[config.mk]
export PLATFORM = sky130hd
export DESIGN_NAME = bitfield_extract_unit
export DESIGN_NICKNAME = d
export VERILOG_FILES = /design/src/rtl/bfx_pkg.sv /design/src/rtl/bfx_decode.sv /design/src/rtl/bfx_extract_core.sv /design/src/rtl/bfx_seq.sv /design/src/rtl/bitfield_extract_unit.sv
export SDC_FILE = /design/constraint.sdc
export NUM_CORES = 1
export LEC_CHECK = 0
export BUFFER_PORTS_ARGS = -buffer_cell sky130_fd_sc_hd__buf_2
export CAP_MARGIN = 25
export CORE_MARGIN = 10
export CORE_UTILIZATION = 50
export DETAILED_ROUTE_END_ITERATION = 10
export PLACE_DENSITY = 0.78
export SLEW_MARGIN = 15
export SYNTH_ARGS = -nofsm -noshare
export SYNTH_HDL_FRONTEND = slang
export SYNTH_SLANG_ARGS = --single-unit
[constraint.sdc]
create_clock -name clk -period 3.65 [get_ports clk]
set_clock_uncertainty 0.1 [all_clocks]
set_input_delay 0.5475 -clock clk [delete_from_list [all_inputs] [get_ports clk]]
set_output_delay 0.5475 -clock clk [all_outputs]
set_load 0.005 [all_outputs]
[src/rtl/bfx_pkg.sv]
package bfx_pkg;
    localparam int BFX_DATA_W   = 64;
    localparam int BFX_NARROW_W = 32;
    localparam int BFX_FIELD_W  = 8;

    typedef enum logic [1:0] {
        ST_IDLE   = 2'd0,
        ST_RESULT = 2'd1,
        ST_FAULT  = 2'd2
    } bfx_state_e;

    typedef struct packed {
        logic zf;
        logic cf;
        logic of;
    } bfx_flags_t;
endpackage

[src/rtl/bfx_decode.sv]
module bfx_decode #(
    parameter int FIELD_W = bfx_pkg::BFX_FIELD_W
) (
    input  logic [2*FIELD_W-1:0] ctrl_lo,
    input  logic                 wide_op,
    input  logic                 long_mode,
    input  logic                 vlen_bit,
    output logic [FIELD_W-1:0]   start_pos,
    output logic [FIELD_W-1:0]   field_len,
    output logic                 op_wide,
    output logic                 fault
);
    always_comb begin
        start_pos = ctrl_lo[FIELD_W-1:0];
        field_len = ctrl_lo[2*FIELD_W-1:FIELD_W];
        op_wide   = wide_op && long_mode;
        fault     = vlen_bit || (wide_op && !long_mode);
    end
endmodule

[src/rtl/bfx_extract_core.sv]
module bfx_extract_core #(
    parameter int DATA_W   = bfx_pkg::BFX_DATA_W,
    parameter int NARROW_W = bfx_pkg::BFX_NARROW_W,
    parameter int FIELD_W  = bfx_pkg::BFX_FIELD_W
) (
    input  logic [DATA_W-1:0]  src_data,
    input  logic [FIELD_W-1:0] start_pos,
    input  logic [FIELD_W-1:0] field_len,
    input  logic               op_wide,
    output logic [DATA_W-1:0]  field_out
);
    localparam int SH_W  = $clog2(DATA_W);
    localparam int CMP_W = FIELD_W + 1;

    logic [DATA_W-1:0] src_eff;
    logic [DATA_W-1:0] shifted;
    logic [DATA_W-1:0] len_mask;
    logic [CMP_W-1:0]  op_bits;
    logic              start_oob;

    // Narrow mode: upper source bits never reach the shifter.
    always_comb begin
        src_eff = src_data;
        if (!op_wide) begin
            src_eff[DATA_W-1:NARROW_W] = '0;
        end
    end

    assign op_bits   = op_wide ? CMP_W'(DATA_W) : CMP_W'(NARROW_W);
    assign start_oob = ({1'b0, start_pos} >= op_bits);
    assign shifted   = src_eff >> start_pos[SH_W-1:0];

    // Per-bit compare keeps lengths up to 2**FIELD_W-1 from wrapping.
    for (genvar g = 0; g < DATA_W; g++) begin : g_mask
        assign len_mask[g] = ({1'b0, field_len} > CMP_W'(g));
    end

    assign field_out = start_oob ? '0 : (shifted & len_mask);
endmodule

[src/rtl/bfx_seq.sv]
module bfx_seq #(
    parameter int DATA_W = bfx_pkg::BFX_DATA_W
) (
    input  logic              clk,
    input  logic              rst,
    input  logic              in_valid,
    input  logic              fault_in,
    input  logic [DATA_W-1:0] field_in,
    output logic              out_valid,
    output logic              undef_fault,
    output logic [DATA_W-1:0] result,
    output bfx_pkg::bfx_flags_t flags
);
    import bfx_pkg::*;

    bfx_state_e state_q, state_d;
    logic [DATA_W-1:0] result_q;
    bfx_flags_t        flags_q;

    always_comb begin
        if (!in_valid) begin
            state_d = ST_IDLE;
        end else if (fault_in) begin
            state_d = ST_FAULT;
        end else begin
            state_d = ST_RESULT;
        end
    end

    always_ff @(posedge clk) begin
        if (rst) begin
            state_q <= ST_IDLE;
        end else begin
            state_q <= state_d;
        end
    end

    always_ff @(posedge clk) begin
        if (rst) begin
            result_q <= '0;
            flags_q  <= '0;
        end else if (state_d == ST_RESULT) begin
            result_q   <= field_in;
            flags_q.zf <= (field_in == '0);
            flags_q.cf <= 1'b0;
            flags_q.of <= 1'b0;
        end
    end

    always_comb begin
        out_valid   = 1'b0;
        undef_fault = 1'b0;
        unique case (state_q)
            ST_IDLE:   ;
            ST_RESULT: out_valid   = 1'b1;
            ST_FAULT:  undef_fault = 1'b1;
            default:   ;
        endcase
        result = result_q;
        flags  = flags_q;
    end

    // result delivered one cycle after a good input
    a_r9_one_cycle: assert property (@(posedge clk) disable iff (rst)
        $past(in_valid && !fault_in && !rst) |-> out_valid);
    // faults never deliver a result
    a_r8_fault_no_valid: assert property (@(posedge clk) disable iff (rst)
        $past(in_valid && fault_in && !rst) |-> (undef_fault && !out_valid));
    // faulting or idle cycles hold the architectural outputs
    a_r11_hold: assert property (@(posedge clk) disable iff (rst)
        !out_valid |-> ($stable(result) && $stable(flags)));
    // carry and overflow are always clear
    a_r6_no_overflow: assert property (@(posedge clk) disable iff (rst)
        !flags.cf && !flags.of);
endmodule

[src/rtl/bitfield_extract_unit.sv]
module bitfield_extract_unit #(
    parameter int DATA_W   = bfx_pkg::BFX_DATA_W,
    parameter int NARROW_W = bfx_pkg::BFX_NARROW_W,
    parameter int FIELD_W  = bfx_pkg::BFX_FIELD_W
) (
    input  logic              clk,
    input  logic              rst,
    input  logic              in_valid,
    input  logic [DATA_W-1:0] src_data,
    input  logic [DATA_W-1:0] ctrl_word,
    input  logic              wide_op,
    input  logic              long_mode,
    input  logic              vlen_bit,
    output logic              out_valid,
    output logic [DATA_W-1:0] result,
    output logic              flag_zero,
    output logic              flag_carry,
    output logic              flag_overflow,
    output logic              undef_fault
);
    localparam int CTRL_USED = 2 * FIELD_W;

    logic [FIELD_W-1:0] start_pos;
    logic [FIELD_W-1:0] field_len;
    logic               op_wide;
    logic               fault;
    logic [DATA_W-1:0]  field;
    bfx_pkg::bfx_flags_t flags;
    logic               unused_ctrl_hi;

    assign unused_ctrl_hi = ^ctrl_word[DATA_W-1:CTRL_USED];

    bfx_decode #(.FIELD_W(FIELD_W)) decode_i (
        .ctrl_lo   (ctrl_word[CTRL_USED-1:0]),
        .wide_op   (wide_op),
        .long_mode (long_mode),
        .vlen_bit  (vlen_bit),
        .start_pos (start_pos),
        .field_len (field_len),
        .op_wide   (op_wide),
        .fault     (fault)
    );

    bfx_extract_core #(
        .DATA_W(DATA_W), .NARROW_W(NARROW_W), .FIELD_W(FIELD_W)
    ) core_i (
        .src_data  (src_data),
        .start_pos (start_pos),
        .field_len (field_len),
        .op_wide   (op_wide),
        .field_out (field)
    );

    bfx_seq #(.DATA_W(DATA_W)) seq_i (
        .clk         (clk),
        .rst         (rst),
        .in_valid    (in_valid),
        .fault_in    (fault),
        .field_in    (field),
        .out_valid   (out_valid),
        .undef_fault (undef_fault),
        .result      (result),
        .flags       (flags)
    );

    assign flag_zero     = flags.zf;
    assign flag_carry    = flags.cf;
    assign flag_overflow = flags.of;

    // narrow operations leave the upper half clear
    a_r7_narrow_upper_zero: assert property (@(posedge clk) disable iff (rst)
        $past(in_valid && !rst && !vlen_bit && !wide_op) |-> (result[DATA_W-1:NARROW_W] == '0));
    // zero length yields a zero result with the zero flag set
    a_r2_len_zero: assert property (@(posedge clk) disable iff (rst)
        $past(in_valid && !rst && !fault && ctrl_word[CTRL_USED-1:FIELD_W] == '0)
        |-> (result == '0 && flag_zero));
    // the zero flag follows the delivered result
    a_r6_zero_flag: assert property (@(posedge clk) disable iff (rst)
        out_valid |-> (flag_zero == (result == '0)));
    // a set vector-length bit always faults
    a_r8_vlen_fault: assert property (@(posedge clk) disable iff (rst)
        $past(in_valid && !rst && vlen_bit) |-> undef_fault);
endmodule

==> run summary, run 1 <==
Static timing analysis puts the maximum clock frequency at 0.288 GHz. The net total in the final layout came out at 1,467. The worst hold path belongs to the class input pin to register. For the worst setup path, the data required time is 3.81 ns.

The core area came out at 16,500 um^2. A synthesized cell averages 7.56 um^2. The synthesized netlist devotes 24.7% of its cell area to simple gates.

The run gives 43,100 um as the total wirelength of the detailed-routed design. Pin placement for this block handled 203 I/O pins. The number of setup buffers added after CTS is 0.

Compared with the post-synthesis result, the final layout area differs by 26.7%. Leaving out fill and tap cells, the most frequent cell in the layout is sky130_fd_sc_hd__buf_4. After detailed routing, the average wire length per cell comes to 27.7 um. After layout, the minimum clock period comes to 3.47 ns.

Summing the sequential cell areas from Yosys gives 16.1% of the chip area. The detailed-route vias per instance is 6.98. The H-tree generated during clock tree synthesis spans 3 levels. The worst-skew pair later-pin latency was 0.34 ns.

The largest net degree at the start of global routing is 82. The height of the die is 149 um. The number of gates resized after CTS is 0.

The first global-routing pass estimated 65,000 um of wire. Utilization after layout: 64.1%. Setup violations remaining at the end of the flow were counted as 0.

Dividing the final minimum period by the clock period gives 95.0%. For the final max-slew violation count, the log shows 0. The maximum root-to-sink buffer count is 2, and the synthesized-area fraction occupied by xor and xnor cells is 0%. The floorplan step defined a die boundary enclosing 22,200 um^2. Number of instances in the synthesized netlist: 1,102. The areal power density over the cells came out at 272 nW/um^2.

The tree built by TritonCTS fans out to 67 sinks. From left edge to right edge, the die measures 149 um. The relative max-transition margin was 48.5%.

The tree is rooted in a sky130_fd_sc_hd__clkbuf_16. The first detailed-routing pass ran for 6 iterations. The post-synthesis share of cell area spent on full adders, half adders and majority gates is 0.300%, and the share of the synthesized area in compound gates (AO/OA/AOI/OAI) is 27.4%. The starting density of the core is 50.6%. Setup repair after global routing left no endpoint under its margin. The run finished with clean final reports. The final-report hold violation count was 0; the async set-reset flop share out of synthesis was 0%. For the number of buffers created by CTS, the log shows 9.

The kind of start point of the critical path was an input pin. The tools report the global route total overflow as 0. Cells with a size suffix above 1 make up 32.8% of the layout. The run gives 37.8% as the overall track demand over capacity in global routing.

The worst setup path is captured at a register. The floorplan has 47 rows. Number of flops mapped to enable cells by yosys: 0. The total of buffers placed on input and output ports works out to 152.

Across the run, the number of max-cap violations was 0. Number of global-route vias before repair: 10,500. Most used flip-flop cell after synthesis: sky130_fd_sc_hd__dfxtp_1. The final route contains 10,900 vias.

Clock-pin slew was measured on the worst setup and hold paths at 0.06 ns. In the layout the commonest cells are sky130_fd_sc_hd__buf_4, sky130_fd_sc_hd__nand2_1, sky130_fd_sc_hd__buf_2. After clock tree synthesis, the flow added hold-fix buffers numbering 0. The logs give 34,900 um for the detailed-placement wirelength estimate and 0.311 ns for the tightest hold margin. In the synthesized netlist, mux cells make up 25.1% of the area. For the pin with the worst max-slew slack, the measured transition is 0.772 ns. The highest fanout seen on the critical path works out to 9. Startpoint-to-endpoint class of the critical path: input pin to register.

The antenna violation net count after detailed routing was 0. The initial antenna violation count was 1; the static power due to leakage was 4.36 nW. At the worst endpoint, the arrival time is 3.63 ns. For the final-layout setup total negative slack, the log shows 0 ns.

The total of flip-flops plus latches after synthesis works out to 67. At the end of routability-driven placement, the weighted congestion stood at 1.07. For the count of unresolved DRC violations after routing, the log shows 0. Counting distinct cell types in the post-synthesis netlist gives 75.

VDD sags by at most 0.000326 V. The logs give 8330 um^2 for the netlist area before placement and 1,595 for the initial detailed-routing violation count. TritonCTS built the clock tree. By area, the combinational part of the netlist is dominated by compound AO/OA/AOI/OAI gates.

The run gives 0 as the total of warnings raised by yosys.
==> metrics by stage <==
stage | power [mW] | instance area, um^2 | worst slack [ns] | instances
2_1_floorplan | 1.42 | 8350 | 0.109 | 1103
3_3_place_gp | 1.90 | 10200 | 0.0670 | 1540
3_5_place_dp | 1.91 | 10200 | 0.0111 | 1540
4_1_cts | 2.82 | 10600 | 0.318 | 1556
5_1_grt | 2.95 | 10600 | 0.0448 | 1556
6_report | 2.87 | 10600 | 0.182 | 1557
==> synthesized netlist by cell type (all sizes together) (14+ instances only) <==
cell    number  area, um^2
a21oi      104         521
nand2      159         597
and3        17         106
nand3       30         150
nor3        17        85.1
o21ai       45         225
nor2       121         454
buf         38         239
mux2i       51         510
mux4        57        1290
nor4        18         113
clkbuf      66         248
o31ai       14         115
mux2        26         293
dfxtp       67        1340
a211oi      35         268
o22ai       20         125
nor2b       14        87.6
==> cells by family after synthesis <==
kind of cell	after synthesis
and+or+nand+nor	443
AOI/OAI and AO/OA	339
muxes	134
buffers and inverters	116
DFF	67
adders and majority gates	2
other	1
==> final timing paths <==
check | from | endpoint | slack, ns | cells after the start
setup / recovery | ctrl_word[0] | seq_i.flags[2] | 0.18 | 12
hold / removal | rst | seq_i.state_q[0] | 0.31 | 2
setup reg to reg | seq_i.result[9] | seq_i.result[9] | 2.84 | 2
hold reg to reg | seq_i.result[50] | seq_i.result[50] | 0.35 | 2
==> power by group <==
part           switching [mW]  internal, mW  leakage [nW]
Combinational           0.722         0.482          3.67
Sequential            0.00576         0.743         0.542
Clock                   0.376         0.541         0.145
==> area by class of cell <==
class,instances,area (um^2)
multi-input combinational,920,6470
fill,1496,5910
timing repair buffer,321,2110
sequential,67,1340
tap,220,275
clock buffer,9,225
clock inverter,7,82.6
inverter,12,45.0
antenna,1,2.50
==> metal layers <==
metal	track usage (%)	routed length [um]	vias up
li1	-	-	4695
met5	0	0	-
met4	24.0	3230	0
met1	46.0	15600	5037
met2	57.9	18900	927
met3	10.3	5360	211
==> worst max-delay path: stages <==
cell	delay, ns
sky130_fd_sc_hd__buf_4	0.17
sky130_fd_sc_hd__buf_4	0.22
sky130_fd_sc_hd__mux2i_1	0.35
sky130_fd_sc_hd__o22ai_1	0.28
sky130_fd_sc_hd__a22o_1	0.31
sky130_fd_sc_hd__a222oi_1	0.49
sky130_fd_sc_hd__buf_4	0.22
sky130_fd_sc_hd__o22ai_1	0.07
sky130_fd_sc_hd__o221a_1	0.27
sky130_fd_sc_hd__nor3b_1	0.28
sky130_fd_sc_hd__nand4_1	0.15
sky130_fd_sc_hd__o31ai_2	0.26
==> state kept, by name (all words and copies together), names as in the netlist <==
signal	cells
seq_i.result	64
seq_i.state_q	2
seq_i.flags	1
No activity file was read; power rests on OpenSTA's default activity.
==> run 2, diff against run 1 <==
--- a/config.mk
+++ b/config.mk
@@ -7,10 +7,11 @@
 export LEC_CHECK = 0
 export BUFFER_PORTS_ARGS = -buffer_cell sky130_fd_sc_hd__buf_2
 export CAP_MARGIN = 25
+export CORE_ASPECT_RATIO = 0.6
 export CORE_MARGIN = 10
-export CORE_UTILIZATION = 50
+export CORE_UTILIZATION = 45
 export DETAILED_ROUTE_END_ITERATION = 10
-export PLACE_DENSITY = 0.78
+export PLACE_DENSITY = 0.69
 export SLEW_MARGIN = 15
 export SYNTH_ARGS = -nofsm -noshare
 export SYNTH_HDL_FRONTEND = slang
==> constraint.sdc (replaced) <==
create_clock -name clk -period 4.3 [get_ports clk]
set_clock_uncertainty 0.1 [all_clocks]
set_input_delay 0.645 -clock clk [delete_from_list [all_inputs] [get_ports clk]]
set_output_delay 0.645 -clock clk [all_outputs]
set_load 0.005 [all_outputs]
==> run 2 against run 1 <==
  * Hold slack improved by 0.039 ns
  * Clock-buffer cell count up 4
  * Flip-flop and latch count unchanged
  * Combinational power fell by 20%
  * Utilization decreased by 8.8 points
  * Via count down 3.2%
  * Non-clock buffer count down 76
  * Register-to-register slack improved by 0.65 ns
  * Global-route usage decreased by 4.8 points
  * First-iteration DRC count increased by 22%
  * Critical path type unchanged
  * Largest cell class unchanged
  * Highest routed layer unchanged
==> run summary, run 2 (synthesis results as in run 1) <==
The flow ran to the end, and the final reports show no timing, DRC or antenna violations. The run gives 4.42 ns (+0.61 ns) as the worst path required time. For the setup-violating endpoint count in the final report, the log shows 0 (unchanged).

Actual transition at the worst max-transition pin: 1.08 ns (+0.310 ns). The final standard cell count with taps included and fillers excluded was 1,503 (-3.5%). The detailed-route vias per instance works out to 7.00 (+0.30%). The post-placement cell count was 1,484 (-3.6%); the static power due to leakage was 4.01 nW (-8.0%).

Highest clock rate: 0.265 GHz. The worst reg-to-reg setup slack was 3.49 ns (+0.65 ns). The run gives 1340 um^2 (unchanged) as the total area of sequential cells. The buffers inserted during post-CTS setup optimization came out at 0 (unchanged).

The worst hold path begins at seq_i.result[31]. The smallest clock period supported by the final layout is computed as 3.77 ns. The largest vdd supply drop is 0.000193 V (-41%), and the area of combinational cells with multiple inputs is 6460 um^2 (-0.15%). The global route total overflow came out at 0 (unchanged). The tools report the starting density of the core as 46.0% (-4.6 points). The critical path starts at ctrl_word[2].

The final-report hold violation count was 0 (unchanged). The highest fanout seen on the critical path was 31 (+22); the overall track demand over capacity in global routing was 32.9% (-4.8 points). The type of element capturing the critical path was a register.

The routed wirelength normalized by instance count is 28.5 um (+3.0%). The depth of the worst hold-timing path is 2 (unchanged), and the utilization after layout is 55.3% (-8.8 points). The number of placement rows is 38 (-19%), and the cell count of the worst reg-to-reg path is 2 (unchanged). The first-pass iteration count of the detailed router is 9 (+3). Clock root buffer: sky130_fd_sc_hd__clkbuf_16. The worst-skew pair later-pin latency was 0.34 ns (about the same).

The tools report the maximum root-to-sink buffer count as 2 (unchanged). The startpoint-to-endpoint class of the critical path was input pin to register. The share of cells above drive strength 1 is 28.5% (-4.3 points), and the height of the die is 125 um (-16%).

Kind of start point of the critical path: an input pin. Leaving out fill and tap cells, the most frequent cell in the layout is sky130_fd_sc_hd__nand2_1. Type of the worst min-delay path: register to register.

The reg-to-reg endpoint was seq_i.result[22]. The areal power density over the cells came out at 238 nW/um^2 (-12%). The tools report the final max-slew violation count as 0 (unchanged). The flip-flop count of the largest register, all copies and words added was 64 (unchanged); the area of the die was 24,500 um^2 (+10%). The antenna violation net count after detailed routing is 0 (unchanged), and the count of hold buffers inserted by post-cts repair is 0 (unchanged).

TritonCTS built the clock tree. The run gives 0 ns (unchanged) as the final-layout setup total negative slack. The tools report the number of gates resized after CTS as 0 (unchanged). Setup repair after global routing left no endpoint under its margin. The total design power was 2.39 mW (-17%).

The share of the clock period used by the worst path after layout is 87.7%, and the maximum level of the CTS H-tree is 3 (unchanged). The horizontal die dimension was 196 um (+31%). The initial detailed-routing violation count is 1,947 (+22%). The run gives 34,800 um (-0.41%) as the detailed-placement wirelength estimate. The tools report the total wirelength of the detailed-routed design as 42,900 um (-0.58%). Relative to the synthesized area, the layout overhead comes to 20.3%. The run gives 67 (-18%) as the largest net degree at the start of global routing. The run gives 10,500 (-3.2%) as the via count. For the number of fillers in the final layout, the log shows 1,800 (+20%). The hold path endpoint is seq_i.result[31].

The clock sink count is 67 (unchanged), and the core area is 18,100 um^2 (+10%). For the routability congestion estimate from global placement, the log shows 1.08 (+1.1%). The total of buffers placed on input and output ports is 152 (unchanged), and the net total in the final layout is 1,391 (-5.2%).

The run gives 3.90 ns (+0.27 ns) as the worst path arrival time. Number of maximum-capacitance constraint violations: 0 (unchanged). The library cells used most frequently in the layout, excluding fill and tap cells, are sky130_fd_sc_hd__nand2_1, sky130_fd_sc_hd__buf_2, sky130_fd_sc_hd__nor2_1.

Register clock-pin slew on the reported worst setup and hold paths: 0.06 ns (about the same). The count of unresolved DRC violations after routing is 0 (unchanged). The number of buffers created by CTS is 9 (unchanged). The tools report the I/O pin count as 203 (unchanged). The run gives 26.0% (-23 points) as the relative max-transition margin. The startpoint identified for the worst register-to-register timing path is seq_i.result[22]. Number of global-route vias before repair: 9,816 (-6.1%). The initial antenna violation count is 1 (unchanged), and the global-route wire length before repair is 63,200 um (-2.8%).
-- run 2: final cells by class --
type	instances	area share, %
sequential	67	13.4
clock inverter	3	0.449
inverter	12	0.449
multi-input combinational	920	64.5
antenna	3	0.0749
tap	240	3.00
clock buffer	13	2.70
timing repair buffer	245	15.5
-- run 2: metal layers --
metal | share of wire (%) | wire [um] | vias up | global-route usage [%]
met1 | 43 | 18200 | 5030 | 47.3
met5 | 0 | 0 | - | 0
met2 | 37 | 16000 | 879 | 41.7
met3 | 18 | 7850 | 89 | 17.9
met4 | 1.8 | 785 | 0 | 5.77
li1 | - | - | 4527 | -
-- run 2: worst max path at each step --
| stage | end | depth (start not counted) |
|---|---|---|
| 2_1_floorplan | seq_i.flags[2] | 15 |
| 3_3_place_gp | seq_i.flags[2] | 12 |
| 3_5_place_dp | seq_i.flags[2] | 12 |
| 4_1_cts | seq_i.flags[2] | 12 |
| 5_1_grt | seq_i.flags[2] | 12 |
| 6_report | seq_i.flags[2] | 11 |
-- run 2: worst max-delay path, stage by stage --
cell and delay (ns):
sky130_fd_sc_hd__buf_4 0.36, sky130_fd_sc_hd__nand3_1 0.45, sky130_fd_sc_hd__o22ai_1 0.54, sky130_fd_sc_hd__a222oi_1 0.14, sky130_fd_sc_hd__buf_4 0.21, sky130_fd_sc_hd__a2111oi_0 0.95, sky130_fd_sc_hd__a21oi_1 0.08, sky130_fd_sc_hd__nand4_1 0.24
sky130_fd_sc_hd__nor3b_1 0.08, sky130_fd_sc_hd__nand4_1 0.10, sky130_fd_sc_hd__o31ai_2 0.07
-- run 2: metrics by stage --
stage               cell area [um^2]  worst slack [ns]  hold WS, ns
CTS                            10000             0.660        0.349
floorplan                       8340             0.514        0.348
detailed placement              9700             0.340        0.342
finish                         10000             0.528        0.350
global route                   10000             0.273        0.369
global placement                9700             0.359        0.339
-- run 2: where the power goes --
part	internal (mW)	leakage (nW)	switching, mW
clock	0.497	0.148	0.289
combinational	0.357	3.32	0.608
sequential	0.631	0.542	0.00511
total	1.48	4.01	0.903
